**src/rtl/e1_nfas_pkg.sv**
```systemverilog
package e1_nfas_pkg;
  localparam int FRAME_W  = 4;
  localparam int NAT_W    = 5;
  localparam int BYTE_W   = 3 + NAT_W;
  localparam int MFAS_LEN = 6;
  // alignment pattern, element 0 first: 0,0,1,0,1,1
  localparam logic [MFAS_LEN-1:0] MFAS_PAT = 6'b110100;

  typedef struct packed {
    logic             nfas;
    logic             alarm;
    logic [NAT_W-1:0] natl;
  } fixed_fields_t;
endpackage

```
**src/rtl/e1_crc_hold.sv**
```systemverilog
module e1_crc_hold #(
  parameter logic RST_VAL = 1'b1
) (
  input  logic clk,
  input  logic rst_n,
  input  logic res,
  input  logic vld,
  output logic held
);
  always_ff @(posedge clk) begin
    if (!rst_n)   held <= RST_VAL;
    else if (vld) held <= res;
  end
endmodule

```
**src/rtl/e1_bit1_sel.sv**
```systemverilog
module e1_bit1_sel
  import e1_nfas_pkg::*;
#(
  parameter int FW = FRAME_W
) (
  input  logic          [FW-1:0] frame_num,
  input  logic                   crc_en,
  input  logic                   simux_en,
  input  logic                   intl,
  input  logic          [1:0]    sm_held,
  output logic                   bit1
);
  localparam int NSLOT = 1 << (FW - 1);
  localparam logic [FW-1:0] SM1_FRAME = FW'((1 << FW) - 3);
  localparam logic [FW-1:0] SM2_FRAME = FW'((1 << FW) - 1);

  logic [NSLOT-1:0] mfas_vec;

  for (genvar i = 0; i < NSLOT; i++) begin : g_slot
    if (i < MFAS_LEN) begin : g_pat
      assign mfas_vec[i] = MFAS_PAT[i];
    end else begin : g_spare
      assign mfas_vec[i] = 1'b1;
    end
  end

  always_comb begin
    if (!crc_en) begin
      bit1 = intl;
    end else if (frame_num == SM1_FRAME) begin
      bit1 = simux_en ? sm_held[0] : intl;
    end else if (frame_num == SM2_FRAME) begin
      bit1 = simux_en ? sm_held[1] : intl;
    end else begin
      bit1 = mfas_vec[frame_num[FW-1:1]];
    end
  end
endmodule

```
**src/rtl/e1_ts0_reg.sv**
```systemverilog
module e1_ts0_reg #(
  parameter int W = 8,
  parameter logic [W-1:0] RST_BYTE = '1
) (
  input  logic         clk,
  input  logic         rst_n,
  input  logic         load,
  input  logic [W-1:0] next_byte,
  input  logic         out_ready,
  output logic [W-1:0] ts0_byte,
  output logic         out_valid
);
  always_ff @(posedge clk) begin
    if (!rst_n) begin
      ts0_byte  <= RST_BYTE;
      out_valid <= 1'b0;
    end else begin
      if (load) ts0_byte <= next_byte;
      if (load)           out_valid <= 1'b1;
      else if (out_ready) out_valid <= 1'b0;
    end
  end
endmodule

```
**src/rtl/e1_nfas_gen.sv**
```systemverilog
module e1_nfas_gen
  import e1_nfas_pkg::*;
(
  input  logic               clk,
  input  logic               rst_n,
  input  logic [FRAME_W-1:0] frame_num,
  input  logic               ts0_stb,
  input  logic               cfg_intl,
  input  logic               cfg_nfas,
  input  logic               cfg_alarm,
  input  logic [NAT_W-1:0]   cfg_natl,
  input  logic               cfg_crc_en,
  input  logic               cfg_simux_en,
  input  logic               sm1_crc_ok,
  input  logic               sm1_crc_vld,
  input  logic               sm2_crc_ok,
  input  logic               sm2_crc_vld,
  input  logic               out_ready,
  output logic [BYTE_W-1:0]  ts0_byte,
  output logic               out_valid
);
  // reset byte: spare bits 1, alarm 0
  localparam logic [BYTE_W-1:0] RST_BYTE = ~(BYTE_W'(1) << NAT_W);

  logic [1:0]        sm_res, sm_vld, sm_held;
  logic              bit1;
  logic              load;
  fixed_fields_t     fixed;
  logic [BYTE_W-1:0] next_byte;

  assign sm_res = {sm2_crc_ok, sm1_crc_ok};
  assign sm_vld = {sm2_crc_vld, sm1_crc_vld};

  for (genvar g = 0; g < 2; g++) begin : g_hold
    e1_crc_hold #(.RST_VAL(1'b1)) u_hold (
      .clk  (clk),
      .rst_n(rst_n),
      .res  (sm_res[g]),
      .vld  (sm_vld[g]),
      .held (sm_held[g])
    );
  end

  e1_bit1_sel #(.FW(FRAME_W)) u_sel (
    .frame_num(frame_num),
    .crc_en   (cfg_crc_en),
    .simux_en (cfg_simux_en),
    .intl     (cfg_intl),
    .sm_held  (sm_held),
    .bit1     (bit1)
  );

  assign fixed     = '{nfas: cfg_nfas, alarm: cfg_alarm, natl: cfg_natl};
  assign next_byte = {bit1, fixed};
  assign load      = ts0_stb & frame_num[0];

  e1_ts0_reg #(.W(BYTE_W), .RST_BYTE(RST_BYTE)) u_reg (
    .clk      (clk),
    .rst_n    (rst_n),
    .load     (load),
    .next_byte(next_byte),
    .out_ready(out_ready),
    .ts0_byte (ts0_byte),
    .out_valid(out_valid)
  );
endmodule

```
**config.mk**
```make
export PLATFORM = sky130hd
export DESIGN_NAME = e1_nfas_gen
export DESIGN_NICKNAME = d
export VERILOG_FILES = /design/src/rtl/e1_nfas_pkg.sv /design/src/rtl/e1_crc_hold.sv /design/src/rtl/e1_bit1_sel.sv /design/src/rtl/e1_ts0_reg.sv /design/src/rtl/e1_nfas_gen.sv
export SDC_FILE = /design/constraint.sdc
export NUM_CORES = 1
export LEC_CHECK = 0
export BUFFER_PORTS_ARGS = -buffer_cell sky130_fd_sc_hd__buf_2
export CAP_MARGIN = 20
export CORE_AREA = 4 4 41 43
export DETAILED_ROUTE_END_ITERATION = 12
export DIE_AREA = 0 0 45 47
export PLACE_DENSITY = 0.69
export SLEW_MARGIN = 0
export SYNTH_ARGS = -nofsm -noshare
export SYNTH_HDL_FRONTEND = slang
export SYNTH_SLANG_ARGS = --single-unit
```
**constraint.sdc**
```tcl
create_clock -name clk -period 1.2 [get_ports clk]
set_input_delay 0.24 -clock clk [delete_from_list [all_inputs] [get_ports clk]]
set_output_delay 0.24 -clock clk [all_outputs]
set_load 0.02 [all_outputs]
```
==> impl_metrics.json, run 1 <==
{
  "status": "complete, no violations",
  "synth_seq_cells": 11,
  "avgSynthCellArea_um2": 8.42,
  "synth_top_area_cell": "dfxtp_1",
  "fin_area_um2": 637,
  "area_growth_pct": 37.6,
  "syn_inst": 55,
  "clk_pin_slew_ps": 70,
  "cts_resized": 0,
  "core.rowCount": 13,
  "post_cts_buffers": 0,
  "synth-main-ff-cell": "dfxtp_1",
  "hold_depth": 3,
  "nFillCells": 137,
  "ys_top_cells_by_count": "18 x nand2_1, 11 x dfxtp_1, 6 x nand3_1, 5 x a21oi_1, 3 x nand2b_1",
  "critPathMaxStageDelay_ps": 330,
  "cts_tree": "yes",
  "finalHoldViolations": 0,
  "cts_root_buf": "clkbuf_4",
  "fmax_mhz": 991,
  "r2r_cells": 3,
  "wl_met1_um": 473,
  "die_area_mm2": 0.00212,
  "p_leak_nw": 0.327,
  "dieHeight_um": 47,
  "core_area_mm2": 0.00130,
  "grt_pass1_wl_um": 1710,
  "crit_buf_inv": 1,
  "synth_top_area_share_pct": 47.6,
  "nets": 111,
  "grt_max_degree": 10,
  "arrival_ps": 770,
  "grt_antenna_before_repair": 0,
  "drc": 0,
  "cts.path.max_buffers": 2,
  "crit_path_start_kind": "flip-flop",
  "routed_wl_um": 1120,
  "synth.distinct_cells": 15,
  "fin_crit_sh_pct": 84.1,
  "drive_gt1_share_pct": 39.8,
  "wl_met3_um": 165,
  "met2_length_um": 481,
  "drtIter0Drc": 5,
  "clk_latency_ps": 270,
  "vias": 465,
  "cp_top_family": "flip-flops",
  "slew-limit-headroom_pct": 82.3,
  "slew_viol_final": 0,
  "ir_drop_uv": 691,
  "place.gp.congestion": 0.805,
  "synthMostInstantiatedCell": "nand2_1",
  "post-place-ws_ps": 145,
  "dpl_cell_area_um2": 611,
  "io_buffers": 30,
  "finalPower_w": 0.000796,
  "maxCapViolCount": 0,
  "fin_setup_tns_ps": 0,
  "dp_hpwl_um": 883,
  "synthesis.nets": 77,
  "synth_area_um2": 463,
  "multi_input_area_um2": 206,
  "setup_viol": 0,
  "cts_hold_buf": 0,
  "wl_per_cell_um": 10.9,
  "synthArstFlopShare_pct": 0,
  "num_io_pins": 31,
  "slowest_stage": "dfxtp_1",
  "endpoint_kind": "output port",
  "synth-edff-count": 0,
  "crit_type": "reg2out",
  "grt_usage_pct": 11.6,
  "finalCriticalPeriod_ps": 1010,
  "routed_via_density": 4.51,
  "fin_skew_ps": 0.0960,
  "drt_first_pass_iters": 3,
  "cp.depth": 1,
  "final_util_pct": 48.9,
  "grt-ovfl-total": 0,
  "hold_path.class": "in2reg",
  "num_antenna_cells": 0,
  "cp.required_ps": 960,
  "numCtsBuffers": 3,
  "cts_max_level": 1,
  "drtAntennaViolNets": 0,
  "setup_ws_ps": 191,
  "path_cells": "buf_2",
  "ys_seq_area_share_pct": 47.6,
  "synth_area_leaders": "dfxtp_1 48%, nand2_1 15%, nand3_1 6.5%, a21oi_1 5.4%, mux2i_1 4.3%",
  "worst_pin_slew_ps": 264,
  "seq_area_um2": 220,
  "yosysWarnings": 0,
  "die_w_um": 45,
  "grt_pass1_vias": 420,
  "cts.sinks": 11,
  "initial_core_util_pct": 35.6,
  "cp_max_fo": 2,
  "top_layer_used": "met3",
  "rsz0062_at_grt": "false",
  "power_density_mw_per_mm2": 1250
}
==> power breakdown <==
part	leakage [nW]	total (W)	internal (W)	switching, W
Clock	0.0150	0.000255	0.000129	0.000126
Combinational	0.221	0.000143	0.0000652	0.0000774
Sequential	0.0910	0.000399	0.000388	0.0000105
Total	0.327	0.000796	0.000582	0.000214
==> state kept, by name, summed over array words and instances (netlist names) <==
signal,count
u_reg.ts0_byte,8
g_hold.u_hold.held,2
u_reg.out_valid,1
==> layout make-up <==
cell class                      instances  share of cell area (%)
Tap cell                               15                    2.95
Inverter                                2                    1.18
Clock buffer                            4                    4.13
Timing Repair Buffer                   31                    24.8
Multi-Input combinational cell         40                    32.4
Sequential cell                        11                    34.6
==> cell usage in the layout, fill, tap and decap left out <==
| cell | count |
|---|---|
| buf_4 | 1 |
| o32a_1 | 1 |
| a21boi_0 | 1 |
| clkbuf_4 | 3 |
| o2111ai_1 | 1 |
| and2_4 | 1 |
| nand2b_1 | 3 |
| nor2_1 | 1 |
| nand3_1 | 6 |
| buf_2 | 30 |
| clkbuf_1 | 1 |
| nand2_1 | 18 |
| a21oi_1 | 5 |
| dfxtp_1 | 11 |
| mux2i_1 | 2 |
| inv_1 | 2 |
| nand4_1 | 1 |
==> logic make-up after synthesis <==
kind of cell / Yosys count / share of synthesized area (%)
AND/OR/NAND/NOR: 30 / 29.2
AO/OA/AOI/OAI: 8 / 11.1
multiplexers: 2 / 4.32
buffers and inverters: 4 / 7.84
flip-flops: 11 / 47.6
==> routing by layer <==
metal	track usage, %	vias to the layer above
li1	-	250
met1	12.2	188
met2	19.5	27
met3	6.90	0
met4	3.51	0
met5	0	-
==> through the flow <==
step,hold WS [ps],instances
CTS,169,103
global placement,445,99
floorplan,362,55
finish,172,103
global route,175,103
detailed placement,450,99
==> worst paths after layout <==
path / start / end / slack, ps
worst max-delay path: u_reg.ts0_byte[5]$_SDFFE_PN0P_ / ts0_byte[5] / 190
worst min-delay path: cfg_natl[1] / u_reg.ts0_byte[1]$_SDFFE_PN1P_ / 170
worst min register to register: u_reg.ts0_byte[5]$_SDFFE_PN0P_ / u_reg.ts0_byte[5]$_SDFFE_PN0P_ / 460
worst max register to register: g_hold[1].u_hold.held$_SDFFE_PN1P_ / u_reg.ts0_byte[7]$_SDFFE_PN1P_ / 320
Note: power is estimated with default switching activity, not from simulation.
==> run 2, diff against run 1 <==
==> constraint.sdc (replaced) <==
create_clock -name clk -period 1 [get_ports clk]
set_input_delay 0.2 -clock clk [delete_from_list [all_inputs] [get_ports clk]]
set_output_delay 0.2 -clock clk [all_outputs]
set_load 0.02 [all_outputs]
==> run 2 against run 1 <==
Net effect:
- worst hold slack worse by 37 ps
- wire length is 3.7% higher
- sequential share of layout area decreased by 0.54 points
- die area stayed put
- power grew 20%
- sequential cell count unchanged
- via count rose by 9.7%
- design area increased by 2.8%
- sequential power is 21% higher
- non-clock buffer count is 1 higher
- clock power rose by 17%
- critical endpoint is now ts0_byte[0]
- largest cell class unchanged
==> impl_metrics.json, run 2 (synthesis results as in run 1) <==
{
  "cts_tree": "yes",
  "cts.sinks": 11,
  "crit_start": "u_reg.ts0_byte[0]$_SDFFE_PN1P_",
  "arrival_ps": 770,
  "num_antenna_cells": 0,
  "dieHeight_um": 47,
  "area_growth_pct": 41.4,
  "drtAntennaViolNets": 0,
  "top_register": "u_reg.ts0_byte",
  "slew-limit-headroom_pct": 82.5,
  "cp_max_fo": 2,
  "fmax_mhz": 1030,
  "setup_viol": 0,
  "critPathMaxStageDelay_ps": 340,
  "wl_per_cell_um": 11.2,
  "timing.rr.start": "g_hold[0].u_hold.held$_SDFFE_PN1P_",
  "top_usage_layer": "met2",
  "power_density_mw_per_mm2": 1460,
  "initial_core_util_pct": 35.6,
  "vias": 510,
  "p_leak_nw": 0.334,
  "core_area_mm2": 0.00130,
  "drtIter0Drc": 9,
  "finalPower_w": 0.000958,
  "dp_hpwl_um": 926,
  "fin_setup_tns_ps": 0,
  "endpoint_kind": "output port",
  "status": "complete, no violations",
  "drt_first_pass_iters": 4,
  "core.rowCount": 13,
  "slowest_stage": "dfxtp_1",
  "grt_usage_pct": 11.8,
  "finalCriticalPeriod_ps": 969,
  "fin_area_um2": 654,
  "grt_max_degree": 9,
  "numCtsBuffers": 3,
  "io_buffers": 30,
  "use_met3_pct": 6.13,
  "gr-usage-met2_pct": 17.8,
  "fin_crit_sh_pct": 96.9,
  "num_io_pins": 31,
  "r2r_setup_slack_ps": 90,
  "clk_pin_slew_ps": 70,
  "crit_type": "reg2out",
  "cp_top_family": "flip-flops",
  "largestRegisters": "u_reg.ts0_byte (8), g_hold.u_hold.held (2), u_reg.out_valid (1)",
  "layout_commonest_cell": "buf_2",
  "crit_path_start_kind": "flip-flop",
  "final_cell_mix": "27 x buf_2, 18 x nand2_1, 9 x dfxtp_1, 6 x nand3_1",
  "dpl_cell_area_um2": 618,
  "met1_usage_pct": 12.0,
  "hold_path.class": "in2reg",
  "grt_antenna_before_repair": 0,
  "grt-ovfl-total": 0,
  "routed_via_density": 4.90,
  "cts_resized": 1,
  "path_cells": "buf_2",
  "fin_skew_ps": 0.314,
  "cts_hold_buf": 0,
  "worst_pin_slew_ps": 262,
  "nets": 112,
  "final_util_pct": 50.3,
  "drive_gt1_share_pct": 42.7,
  "finalHoldViolations": 0,
  "cts.path.max_buffers": 2,
  "rsz0062_at_grt": "false",
  "largest_reg_flops": 8,
  "cts_max_level": 1,
  "r2r_cells": 3,
  "ir_drop_uv": 649,
  "slew_viol_final": 0,
  "crit_buf_inv": 1,
  "post_cts_buffers": 0,
  "cp.depth": 1,
  "cts_root_buf": "clkbuf_4",
  "die_area_mm2": 0.00212,
  "die_w_um": 45,
  "grt_pass1_vias": 438,
  "clk_latency_ps": 260,
  "routed_wl_um": 1160,
  "critPathCapture": "ts0_byte[0]",
  "final_cells": 104,
  "dp.cells": 100,
  "reg2reg_to": "u_reg.ts0_byte[7]$_SDFFE_PN1P_",
  "cp.required_ps": 800,
  "drc": 0,
  "grt_pass1_wl_um": 1700,
  "maxCapViolCount": 0,
  "place.gp.congestion": 0.726
}
-- run 2: worst min-delay path by stage --
| stage | start | to | slack, ps | depth (start not counted) |
|---|---|---|---|---|
| after floorplan | cfg_natl[0] | u_reg.ts0_byte[0]$_SDFFE_PN1P_ | 320 | 2 |
| after global placement | cfg_natl[1] | u_reg.ts0_byte[1]$_SDFFE_PN1P_ | 410 | 3 |
| after detailed placement | cfg_nfas | u_reg.ts0_byte[6]$_SDFFE_PN1P_ | 410 | 3 |
| after CTS | cfg_nfas | u_reg.ts0_byte[6]$_SDFFE_PN1P_ | 130 | 3 |
| after global routing | rst_n | g_hold[1].u_hold.held$_SDFFE_PN1P_ | 130 | 2 |
| final | cfg_natl[1] | u_reg.ts0_byte[1]$_SDFFE_PN1P_ | 130 | 3 |
-- run 2: per-stage QoR --
stage | setup slack (ps) | hold slack [ps]
finish | 31.2 | 135
global placement | 69.4 | 410
floorplan | 82.0 | 322
global route | 2.60 | 130
CTS | 15.5 | 132
detailed placement | 22.0 | 410
-- run 2: power breakdown --
group | switching (W) | leakage [nW] | internal [W]
sequential | 0.0000141 | 0.0910 | 0.000467
combinational | 0.0000946 | 0.228 | 0.0000845
clock | 0.000143 | 0.0150 | 0.000154
-- run 2: layer usage --
metal,share of wire (%),wire length (um),vias up
li1,-,-,251
met1,38,444,217
met2,44,508,36
met3,14,164,6
met4,4.0,46,0
met5,0,0,-
-- run 2: cell type report --
type	count	area (um2)
fillers	134	647
flip-flops and latches	11	223
inverters	2	7.51
repair buffers	32	173
well taps	15	18.8
multi-input cells	40	206
clock buffers	4	26.3
==> run 3, diff against run 2 <==
--- a/config.mk
+++ b/config.mk
@@ -10,8 +10,9 @@
 export CORE_AREA = 4 4 41 43
 export DETAILED_ROUTE_END_ITERATION = 12
 export DIE_AREA = 0 0 45 47
-export PLACE_DENSITY = 0.69
+export PLACE_DENSITY = 0.68
 export SLEW_MARGIN = 0
 export SYNTH_ARGS = -nofsm -noshare
 export SYNTH_HDL_FRONTEND = slang
+export SYNTH_HIERARCHICAL = 1
 export SYNTH_SLANG_ARGS = --single-unit
==> run 3 against run 2 <==
Net effect:
- the flow now finishes with violations (setup timing)
- via count decreased by 15%
- synthesized cell count fell by 18%
- clock skew increased by 2.1 ps
- global-route usage shrank 1.5 points
- combinational power shrank 3%
- setup slack got worse by 35 ps
- power decreased by 1.9%
- utilization increased by 1.8 points
- critical path type is now reg2reg
- highest routed layer is now met3
==> impl_metrics.json, run 3 <==
{
  "status": "finished, violations left",
  "failed_checks": "setup timing",
  "switching_share_pct": 24.7,
  "synth_area_leaders": "dfxtp_1 49%, mux2i_1 22%, nand2_1 10%, a211oi_2 2.8%, nor2b_1 2.8%",
  "synth-edff-count": 0,
  "synth_seq_cells": 11,
  "p_int_w": 0.000708,
  "r2r_setup_slack_ps": -3,
  "critPathCapture": "u_reg/ts0_byte[7]$_SDFFE_PN1P_",
  "numCtsBuffers": 3,
  "top_register": "u_reg/ts0_byte",
  "setup_viol": 1,
  "core.rowCount": 13,
  "finalHoldViolations": 0,
  "clk_latency_ps": 260,
  "ys_top_cells_by_count": "12 x nand2_1, 11 x dfxtp_1, 10 x mux2i_1, 2 x nor2b_1",
  "num_io_pins": 31,
  "cts.path.max_buffers": 2,
  "r2r_cells": 5,
  "area_growth_pct": 51.0,
  "dieHeight_um": 47,
  "largest_reg_flops": 8,
  "routed_wl_um": 1030,
  "cts_max_level": 1,
  "routed_via_density": 4.56,
  "io_buffers": 30,
  "drive_gt1_share_pct": 51.2,
  "synth_top_area_cell": "dfxtp_1",
  "finalCriticalPeriod_ps": 1000,
  "cp_max_fo": 2,
  "sequentialPowerShare_pct": 50.5,
  "slew-limit-headroom_pct": 87.8,
  "grt_pass1_wl_um": 1590,
  "fin_area_um2": 678,
  "core_area_mm2": 0.00130,
  "die_area_mm2": 0.00212,
  "place.gp.congestion": 0.729,
  "synth-main-ff-cell": "dfxtp_1",
  "drtIter0Drc": 3,
  "endpoint_kind": "flip-flop",
  "vias": 433,
  "ir_drop_uv": 806,
  "synthesis.nets": 67,
  "clk_pin_slew_ps": 70,
  "fmax_mhz": 997,
  "fin_skew_ps": 2.39,
  "cts_tree": "yes",
  "grt_max_degree": 12,
  "rsz0062_at_grt": "true",
  "layout_commonest_cell": "buf_2",
  "maxCapViolCount": 0,
  "ys_seq_area_share_pct": 49.0,
  "nets": 103,
  "cts_root_buf": "clkbuf_4",
  "arrival_ps": 1150,
  "drc": 0,
  "slew_viol_final": 0,
  "avgSynthCellArea_um2": 9.98,
  "pwr-share-comb_pct": 18.5,
  "grt_pass1_vias": 413,
  "dpl_cell_area_um2": 629,
  "setup_ws_ps": -3.28,
  "cts.sinks": 11,
  "initial_core_util_pct": 34.5,
  "drtAntennaViolNets": 0,
  "crit_start": "g_hold[1].u_hold/held$_SDFFE_PN1P_",
  "synth_top_area_share_pct": 49.0,
  "p_switching_w": 0.000232,
  "worst_pin_slew_ps": 183,
  "synthArstFlopShare_pct": 0,
  "synthMostInstantiatedCell": "nand2_1",
  "crit_path_start_kind": "flip-flop",
  "yosysWarnings": 6,
  "reg2reg_to": "u_reg/ts0_byte[7]$_SDFFE_PN1P_",
  "hold_path.class": "in2reg",
  "drt_first_pass_iters": 2,
  "crit_type": "reg2reg",
  "cp.required_ps": 1150,
  "final_cell_mix": "28 x buf_2, 11 x nand2_1, 10 x mux2i_1, 9 x dfxtp_1, 4 x buf_4",
  "wl_per_cell_um": 10.8,
  "fin_crit_sh_pct": 100,
  "power_density_mw_per_mm2": 1390,
  "clkPwrFrac_pct": 31.0,
  "grt-ovfl-total": 0,
  "num_antenna_cells": 0,
  "die_w_um": 45,
  "largestRegisters": "u_reg/ts0_byte (8), g_hold.u_hold/held (2), u_reg/out_valid (1)",
  "syn_inst": 45,
  "final_util_pct": 52.1,
  "synth_area_um2": 449,
  "p_leak_nw": 0.329,
  "grt_antenna_before_repair": 0,
  "synth.distinct_cells": 14,
  "grt_usage_pct": 10.3,
  "timing.rr.start": "g_hold[1].u_hold/held$_SDFFE_PN1P_"
}
==> run 3: area by class of cell <==
| type | instances | area, um2 |
|---|---|---|
| Tap cell | 15 | 18.8 |
| Sequential cell | 11 | 223 |
| Timing Repair Buffer | 33 | 190 |
| Multi-Input combinational cell | 31 | 216 |
| Fill cell | 132 | 623 |
| Inverter | 1 | 3.75 |
| Clock buffer | 4 | 26.3 |
==> run 3: power by group through the flow <==
stage                     Sequential, W  Combinational (W)  Clock [W]
after floorplan                0.000505          0.0000649          0
after global placement         0.000482           0.000165          0
after detailed placement       0.000482           0.000167          0
after CTS                      0.000474           0.000168   0.000308
after global routing           0.000478           0.000192   0.000323
final                          0.000475           0.000173   0.000291
==> run 3: worst min path at each step <==
stage	start	slack (ps)	depth (start not counted)	to
2_1_floorplan	rst_n	260	1	g_hold[0].u_hold/held$_SDFFE_PN1P_
3_3_place_gp	cfg_nfas	410	3	u_reg/ts0_byte[6]$_SDFFE_PN1P_
3_5_place_dp	sm1_crc_ok	420	3	g_hold[0].u_hold/held$_SDFFE_PN1P_
4_1_cts	sm2_crc_ok	150	3	g_hold[1].u_hold/held$_SDFFE_PN1P_
5_1_grt	sm1_crc_ok	160	3	g_hold[0].u_hold/held$_SDFFE_PN1P_
6_report	cfg_natl[4]	150	3	u_reg/ts0_byte[4]$_SDFFE_PN1P_
==> run 3: cells by family (layout without fill, tap and decap cells) <==
family	after synthesis	count (layout)	synth area share, %
and+or+nand+nor	16	16	15.3
DFF	11	11	49.0
muxes	10	10	22.3
AOI/OAI and AO/OA	5	5	8.91
buffers and inverters	3	38	4.45
==> run 3: metrics by stage <==
stage | total power (W) | TNS, ps | hold WS [ps] | worst slack (ps) | instances
global route | 0.000992 | -111 | 162 | -111 | 95
detailed placement | 0.000649 | -39.8 | 422 | -39.8 | 90
floorplan | 0.000570 | 0 | 262 | 27.2 | 45
global placement | 0.000647 | -20.2 | 412 | -20.2 | 90
finish | 0.000940 | -3.28 | 152 | -3.28 | 95
CTS | 0.000950 | 0 | 145 | 6.14 | 94
==> run 3: repair_timing <==
action	in CTS	in global routing
hold buffers	0	0
pin swaps	1	3
setup endpoints to repair	1	3
gates resized for setup	3	3
hold endpoints to repair	0	0
buffers inserted	0	1
cloned	0	0
==> run 3: routing by layer <==
metal	up-vias	wire length [um]	track usage, %
met5	-	0	0
met4	0	0	5.26
met3	0	125	2.30
met2	20	482	17.5
met1	188	420	12.2
li1	225	-	-
==> run 3: critical path: stages, from the launching register on <==
cell	delay, ps
dfxtp_2	330
nand3_2	50
a31oi_1	70
a211o_1	260
mux2i_1	130
nand2_1	60
